**src/rtl/simon_pkg.sv**
```systemverilog
package simon_pkg;
    localparam int WORD_W       = 32;
    localparam int BLOCK_W      = 2 * WORD_W;
    localparam int KEY_WORDS    = 4;
    localparam int KEY_W        = KEY_WORDS * WORD_W;
    localparam int ROUNDS       = 44;
    localparam int EXPAND_STEPS = ROUNDS - KEY_WORDS;
    localparam int CNT_W        = $clog2(ROUNDS);
    localparam int Z_LEN        = 62;
    localparam int ZIDX_W       = $clog2(Z_LEN);

    // fixed round-constant bit sequence, first element in the MSB
    localparam logic [Z_LEN-1:0] Z_SEQ =
        62'b11011011101011000110010111100000010010001010011100110100001111;

    typedef logic [WORD_W-1:0] word_t;

    typedef struct packed {
        word_t left;
        word_t right;
    } block_t;

    typedef word_t [KEY_WORDS-1:0] keywin_t;

    typedef enum logic [1:0] {
        ST_IDLE,
        ST_KEYX,
        ST_RUN
    } state_t;

    function automatic word_t rol(input word_t v, input int n);
        return (v << n) | (v >> (WORD_W - n));
    endfunction

    function automatic word_t mix(input word_t v);
        return (rol(v, 1) & rol(v, 8)) ^ rol(v, 2);
    endfunction

    function automatic logic zbit(input logic [ZIDX_W-1:0] idx);
        return Z_SEQ[Z_LEN - 1 - int'(idx)];
    endfunction

    // t = ror3(far) ^ near ; returns t ^ ror1(t)
    function automatic word_t sched_mix(input word_t near, input word_t far);
        word_t t;
        t = rol(far, WORD_W - 3) ^ near;
        return t ^ rol(t, WORD_W - 1);
    endfunction

    function automatic word_t rc(input logic z);
        return word_t'(3) ^ word_t'(z);
    endfunction
endpackage

```
**src/rtl/simon_round.sv**
```systemverilog
module simon_round
    import simon_pkg::*;
(
    input  block_t cur,
    input  word_t  rk,
    input  logic   dec,
    output block_t nxt
);
    always_comb begin
        if (dec) begin
            nxt.left  = cur.right;
            nxt.right = cur.left ^ mix(cur.right) ^ rk;
        end else begin
            nxt.left  = cur.right ^ mix(cur.left) ^ rk;
            nxt.right = cur.left;
        end
    end
endmodule

```
**src/rtl/simon_datapath.sv**
```systemverilog
module simon_datapath
    import simon_pkg::*;
(
    input  logic               clk,
    input  logic               rst,
    input  logic               load,
    input  logic               run,
    input  logic               dec,
    input  logic [BLOCK_W-1:0] blk_in,
    input  word_t              rk_enc,
    input  word_t              rk_dec,
    output logic [BLOCK_W-1:0] blk_out
);
    block_t data_q;
    block_t data_nxt;
    word_t  rk;

    assign rk = dec ? rk_dec : rk_enc;

    simon_round u_round (
        .cur (data_q),
        .rk  (rk),
        .dec (dec),
        .nxt (data_nxt)
    );

    always_ff @(posedge clk) begin
        if (rst)
            data_q <= '0;
        else if (load)
            data_q <= block_t'(blk_in);
        else if (run)
            data_q <= data_nxt;
    end

    assign blk_out = data_q;

    // result register untouched unless an operation loads or runs it
    p_out_hold_r7: assert property (@(posedge clk) disable iff (rst)
        (!load && !run) |=> $stable(blk_out));
endmodule

```
**src/rtl/simon_keysched.sv**
```systemverilog
module simon_keysched
    import simon_pkg::*;
(
    input  logic              clk,
    input  logic              rst,
    input  logic              load_key,
    input  logic [KEY_W-1:0]  key_in,
    input  logic              restore_enc,
    input  logic              restore_dec,
    input  logic              step_fwd,
    input  logic              step_bwd,
    input  logic              save_tail,
    input  logic [ZIDX_W-1:0] zidx,
    output word_t             rk_enc,
    output word_t             rk_dec
);
    keywin_t master_q;
    keywin_t tail_q;
    keywin_t win_q;
    keywin_t win_fwd;
    keywin_t win_bwd;

    always_comb begin
        for (int i = 0; i < KEY_WORDS - 1; i++) begin
            win_fwd[i]   = win_q[i+1];
            win_bwd[i+1] = win_q[i];
        end
        win_fwd[KEY_WORDS-1] = ~win_q[0] ^ sched_mix(win_q[1], win_q[3]) ^ rc(zbit(zidx));
        win_bwd[0] = ~(win_q[3] ^ sched_mix(win_q[0], win_q[2]) ^ rc(zbit(zidx)));
    end

    always_ff @(posedge clk) begin
        if (rst) begin
            master_q <= '0;
            tail_q   <= '0;
            win_q    <= '0;
        end else begin
            if (load_key) begin
                master_q <= keywin_t'(key_in);
                win_q    <= keywin_t'(key_in);
            end else if (restore_enc)
                win_q <= master_q;
            else if (restore_dec)
                win_q <= tail_q;
            else if (step_fwd)
                win_q <= win_fwd;
            else if (step_bwd)
                win_q <= win_bwd;
            if (save_tail)
                tail_q <= win_fwd;
        end
    end

    assign rk_enc = win_q[0];
    assign rk_dec = win_q[KEY_WORDS-1];

    // a single direction per cycle
    p_one_dir_r8: assert property (@(posedge clk) disable iff (rst)
        !(step_fwd && step_bwd));
endmodule

```
**src/rtl/simon_ctrl.sv**
```systemverilog
module simon_ctrl
    import simon_pkg::*;
(
    input  logic              clk,
    input  logic              rst,
    input  logic              key_load,
    input  logic              start,
    input  logic              decrypt,
    output logic              busy,
    output logic              done,
    output logic              ks_load,
    output logic              ks_enc,
    output logic              ks_dec,
    output logic              ks_fwd,
    output logic              ks_bwd,
    output logic              ks_save,
    output logic [ZIDX_W-1:0] zidx,
    output logic              dp_load,
    output logic              dp_run,
    output logic              dp_dec
);
    localparam logic [CNT_W-1:0] LAST_RND = CNT_W'(ROUNDS - 1);
    localparam logic [CNT_W-1:0] LAST_EXP = CNT_W'(EXPAND_STEPS - 1);

    state_t           state_q;
    logic [CNT_W-1:0] cnt_q;
    logic             mode_q;
    logic             idle;
    logic             take_key;
    logic             take_run;

    assign idle     = (state_q == ST_IDLE);
    assign take_key = idle && key_load;
    assign take_run = idle && start && !key_load;

    always_ff @(posedge clk) begin
        if (rst) begin
            state_q <= ST_IDLE;
            cnt_q   <= '0;
            mode_q  <= 1'b0;
            done    <= 1'b0;
        end else begin
            done <= 1'b0;
            unique case (state_q)
                ST_IDLE: begin
                    cnt_q <= '0;
                    if (take_key)
                        state_q <= ST_KEYX;
                    else if (take_run) begin
                        state_q <= ST_RUN;
                        mode_q  <= decrypt;
                    end
                end
                ST_KEYX: begin
                    cnt_q <= cnt_q + 1'b1;
                    if (cnt_q == LAST_EXP)
                        state_q <= ST_IDLE;
                end
                ST_RUN: begin
                    cnt_q <= cnt_q + 1'b1;
                    if (cnt_q == LAST_RND) begin
                        state_q <= ST_IDLE;
                        done    <= 1'b1;
                    end
                end
                default: state_q <= ST_IDLE;
            endcase
        end
    end

    always_comb begin
        busy    = !idle;
        ks_load = take_key;
        ks_enc  = take_run && !decrypt;
        ks_dec  = take_run && decrypt;
        ks_fwd  = (state_q == ST_KEYX) || (state_q == ST_RUN && !mode_q);
        ks_bwd  = (state_q == ST_RUN) && mode_q;
        ks_save = (state_q == ST_KEYX) && (cnt_q == LAST_EXP);
        if (ks_bwd)
            zidx = (cnt_q <= LAST_EXP) ? ZIDX_W'(LAST_EXP - cnt_q) : '0;
        else
            zidx = ZIDX_W'(cnt_q);
        dp_load = take_run;
        dp_run  = (state_q == ST_RUN);
        dp_dec  = mode_q;
    end

    // completion pulse lasts one cycle
    p_done_single_r6: assert property (@(posedge clk) disable iff (rst)
        done |=> !done);
    // done only at the end of a block run, with busy dropped
    p_done_ends_run_r4: assert property (@(posedge clk) disable iff (rst)
        done |-> (!busy && $past(state_q) == ST_RUN));
    // a running operation is not disturbed by new strobes
    p_run_holds_r5: assert property (@(posedge clk) disable iff (rst)
        (state_q == ST_RUN && cnt_q != LAST_RND) |=> (state_q == ST_RUN && !done));
    // key expansion never signals completion
    p_keyx_no_done_r8: assert property (@(posedge clk) disable iff (rst)
        (state_q == ST_KEYX) |=> !done);
endmodule

```
**src/rtl/simon_core.sv**
```systemverilog
module simon_core
    import simon_pkg::*;
(
    input  logic               clk,
    input  logic               rst,
    input  logic               key_load,
    input  logic [KEY_W-1:0]   key_in,
    input  logic               start,
    input  logic               decrypt,
    input  logic [BLOCK_W-1:0] blk_in,
    output logic               busy,
    output logic               done,
    output logic [BLOCK_W-1:0] blk_out
);
    logic              ks_load, ks_enc, ks_dec, ks_fwd, ks_bwd, ks_save;
    logic [ZIDX_W-1:0] zidx;
    logic              dp_load, dp_run, dp_dec;
    word_t             rk_enc, rk_dec;

    simon_ctrl u_ctrl (
        .clk      (clk),
        .rst      (rst),
        .key_load (key_load),
        .start    (start),
        .decrypt  (decrypt),
        .busy     (busy),
        .done     (done),
        .ks_load  (ks_load),
        .ks_enc   (ks_enc),
        .ks_dec   (ks_dec),
        .ks_fwd   (ks_fwd),
        .ks_bwd   (ks_bwd),
        .ks_save  (ks_save),
        .zidx     (zidx),
        .dp_load  (dp_load),
        .dp_run   (dp_run),
        .dp_dec   (dp_dec)
    );

    simon_keysched u_keys (
        .clk         (clk),
        .rst         (rst),
        .load_key    (ks_load),
        .key_in      (key_in),
        .restore_enc (ks_enc),
        .restore_dec (ks_dec),
        .step_fwd    (ks_fwd),
        .step_bwd    (ks_bwd),
        .save_tail   (ks_save),
        .zidx        (zidx),
        .rk_enc      (rk_enc),
        .rk_dec      (rk_dec)
    );

    simon_datapath u_data (
        .clk     (clk),
        .rst     (rst),
        .load    (dp_load),
        .run     (dp_run),
        .dec     (dp_dec),
        .blk_in  (blk_in),
        .rk_enc  (rk_enc),
        .rk_dec  (rk_dec),
        .blk_out (blk_out)
    );
endmodule

```
**config.mk**
```make
export PLATFORM = sky130hd
export DESIGN_NAME = simon_core
export DESIGN_NICKNAME = d
export VERILOG_FILES = /design/src/rtl/simon_pkg.sv /design/src/rtl/simon_round.sv /design/src/rtl/simon_datapath.sv /design/src/rtl/simon_keysched.sv /design/src/rtl/simon_ctrl.sv /design/src/rtl/simon_core.sv
export SDC_FILE = /design/constraint.sdc
export NUM_CORES = 1
export LEC_CHECK = 0
export BUFFER_PORTS_ARGS = -buffer_cell sky130_fd_sc_hd__buf_2
export CELL_PAD_IN_SITES_DETAIL_PLACEMENT = 0
export CELL_PAD_IN_SITES_GLOBAL_PLACEMENT = 1
export CORE_MARGIN = 2
export CORE_UTILIZATION = 43
export DETAILED_ROUTE_END_ITERATION = 16
export PLACE_DENSITY = 0.77
export SETUP_SLACK_MARGIN = 0.05
export SYNTH_ARGS = -nofsm -noshare
export SYNTH_HDL_FRONTEND = slang
export SYNTH_SLANG_ARGS = --single-unit
```
**constraint.sdc**
```tcl
create_clock -name clk -period 3.8 [get_ports clk]
set_clock_uncertainty 0.2 [all_clocks]
set_input_delay 0.76 -clock clk [delete_from_list [all_inputs] [get_ports clk]]
set_output_delay 0.76 -clock clk [all_outputs]
set_load 0.02 [all_outputs]
```
==> impl_metrics.yaml <==
setup_path:
  cp_num_buf_inv: 1
  cpMaxStageDelayCell: "nor4_4"
  crit_path_max_incr_delay_ps: 360
  reg2reg_slack_ps: 310
  r2r-start: "u_ctrl.state_q[0]$_SDFFE_PP0P_"
  cp.required_ps: 4100
  cp.arrival_ps: 3790
  crit_type: "reg -> reg"
  cp_cell_sequence: "inv_1 > ha_4 > and2_1 > nand2_1 > o21ai_0 > ha_2 > and2_1 > o21a_1 > xor2_1 > nor3b_1 > nor4_4 > nor3b_1 > a211o_1"
  cp-end-kind: "flop"
  crit_fanout: 9
  crit_start: "u_ctrl.state_q[0]$_SDFFE_PP0P_"
  crit_family: "simple AND/OR/NAND/NOR gates"
  critPathLaunchType: "flop"
clock_network:
  clock_latency_ps: 610
  cts_buffer_depth: 3
  root_buffer: "clkbuf_16"
  clk_pin_slew_ps: 70
  cts_max_level: 2
  cts_tree: "yes"
  hold_buffers: 0
  cts.sinks: 458
  cts_buffers: 52
synth:
  synth_xor_area_frac: 0.126
  synth_top_family_by_area: "simple AND/OR/NAND/NOR gates"
  yosysSeqAreaShare: 0.361
  synthMuxAreaShare: 0.0563
  synth_adder_area_share: 0.00738
  synth_compound_area_frac: 0.192
  ys_ff_latch: 458
  yosysMostFrequentCell: "nand2_1"
  syn-instance-count: 3539
  syn_nets: 3751
  netlist_top_cells_area: "dfxtp_1, nand2_1, a21oi_1"
  synth_cell_types: 52
  synth_commonest_cells: "nand2_1, a21oi_1, dfxtp_1"
  syn_area_sq_um: 25400
  synth_edf_count: 0
  synthFlopType: "dfxtp_1"
  yosys_warnings: 0
  synth-simple-area-share: 0.207
  postSynthAreaPerCell_sq_um: 7.18
  yosys.area.top_type: "dfxtp_1"
  synthArstFlopShare: 0
  synth_top_area_frac: 0.361
sta:
  fmax_mhz: 286
  rsz0062_at_grt: "false"
  period_needed_ps: 3490
  finalSetupViolCount: 0
  finalSetupTns_ps: 0
  post-route-period-util: 0.919
  maxSlewViolCount: 0
  hold_viol: 0
  tightestPinTransition_ps: 1270
  relSlewSlack: 0.151
global_route:
  grt_max_degree: 156
  grt_pass1_vias: 21900
  antenna_found_initial: 4
  gr-total-overflow: 0
  gr-usage-all-layers: 0.283
  grt_pass1_wl_mm: 134
route:
  vias_per_cell: 5.53
  drcViolationCount: 0
  wl_per_cell_microns: 20.4
  first_pass_iters: 6
  vias: 24300
  drt_iter0_drc: 2142
  antenna_left: 0
  drt-total-wl_mm: 89.4
pwr:
  p_per_area_nw_per_um2: 612
  swShare: 0.385
  p_leak_uw: 0.0107
  intPower_uw: 10900
  combPwrFrac: 0.344
  pwr-share-seq: 0.364
  irDropWorstVdd_mv: 0.360
  pwr-share-clk: 0.292
  power_uw: 17700
  switchingPower_uw: 6810
final_layout:
  drive_gt1_frac: 0.131
  finalNetCount: 3783
  areaGrowthSynthToFinish_pct: 13.8
  utilization: 0.493
die:
  num_rows: 89
  die_height_microns: 247
  ioPinCount: 263
  initial_core_util: 0.433
  die_x_microns: 247
  design.die.area_sq_um: 61100
  core_sq_um: 58700
placed_design:
  portBuffers: 262
  dp_hpwl_mm: 59.7
  place_congestion: 0.895
outcome:
  status: "finished, final reports clean"
worst_hold_path:
  hp-start: "blk_in[52]"
  hp-class: "in -> reg"
flow_run:
  cap_violations: 0
-- stage by stage --
step	hold slack, ps	setup WS (ps)	cells	instance area, sq um
floorplan	233	271	3539	25400
global placement	238	319	4290	27100
detailed placement	244	172	4290	27100
CTS	149	154	4387	28900
global route	182	112	4387	28900
finish	182	308	4390	28900
-- final cells by class --
class	instances	area, sq um
Multi-Input combinational cell	2743	15000
Timing Repair Buffer	306	1930
Tap cell	773	967
Antenna cell	3	7.51
Sequential cell	458	9170
Clock inverter	13	141
Inverter	10	37.5
Fill cell	5887	29800
Clock buffer	84	1610
-- power by group through the flow --
stage	sequential, uW	clock [uW]	combinational (uW)
after floorplan	5900	0	4780
after global placement	6500	0	5940
after detailed placement	6510	0	6020
after CTS	6410	5260	6060
after global routing	6480	5430	6770
final	6440	5180	6090
-- state kept, by name (all words and copies together) (netlist names) --
name / cells
u_keys.rk_dec: 32
u_keys.tail_q: 128
u_keys.win_bwd: 64
u_ctrl.state_q: 2
u_data.blk_out: 64
u_keys.rk_enc: 32
u_ctrl.done: 1
u_ctrl.dp_dec: 1
u_ctrl.cnt_q: 6
u_keys.master_q: 128
-- layout by cell type (no fill, tap or decap), drive strengths merged, types with 2 or more instances in the layout --
cell type | synthesis | final
nor4 | 2 | 2
bufinv | 0 | 2
clkinv | 1 | 8
a21o | 2 | 2
nor3b | 4 | 4
o22ai | 30 | 30
nor2 | 300 | 300
buf | 38 | 306
nand3 | 67 | 67
xor2 | 77 | 77
a21oi | 510 | 510
a211oi | 66 | 66
mux2 | 64 | 64
inv | 9 | 10
diode | 0 | 3
mux2i | 71 | 71
xnor2 | 286 | 286
and2 | 3 | 3
nand2 | 916 | 916
or3 | 33 | 33
ha | 15 | 15
nor3 | 3 | 3
nand2b | 2 | 2
a311oi | 32 | 32
and3 | 2 | 2
clkbuf | 290 | 84
o21ai | 239 | 239
clkinvlp | 0 | 3
o211a | 2 | 2
dfxtp | 458 | 458
-- routing by layer --
layer	wire, microns	part of all wire	global-route usage	up-vias
met5	11	0.00012	0	-
met4	2290	0.026	0.0863	2
met3	7050	0.079	0.0387	119
met2	38000	0.43	0.423	896
met1	42000	0.47	0.418	11400
li1	-	-	-	11800
-- what timing repair did --
item	4_1_cts	5_1_grt
gates resized for setup	0	4
setup endpoints to repair	0	3
buffers inserted	0	0
hold endpoints to repair	0	0
-- final timing paths --
path | endpoint | cells after the start
worst max-delay path | u_keys.rk_dec[0]$_SDFFE_PP0P_ | 13
worst min-delay path | u_data.blk_out[52]$_SDFFE_PP0P_ | 3
worst max register to register | u_keys.rk_dec[0]$_SDFFE_PP0P_ | 13
worst min register to register | u_keys.master_q[64]$_SDFFE_PP0P_ | 2
-- worst register-to-register path: stages (launching register included) --
cell and delay, ps:
dfxtp_1 340, inv_1 130, ha_4 230, and2_1 290
nand2_1 120, o21ai_0 260, ha_2 340, and2_1 190
o21a_1 150, xor2_1 320, nor3b_1 140, nor4_4 370
nor3b_1 100, a211o_1 230
-- cell families after synthesis --
group	Yosys count
muxes	135
buffers and inverters	338
xor gates and xnor gates	363
AOI/OAI and AO/OA	893
DFF	458
adders and majority gates	15
and+or+nand+nor	1337
Note: power is estimated with default switching activity, not from simulation.
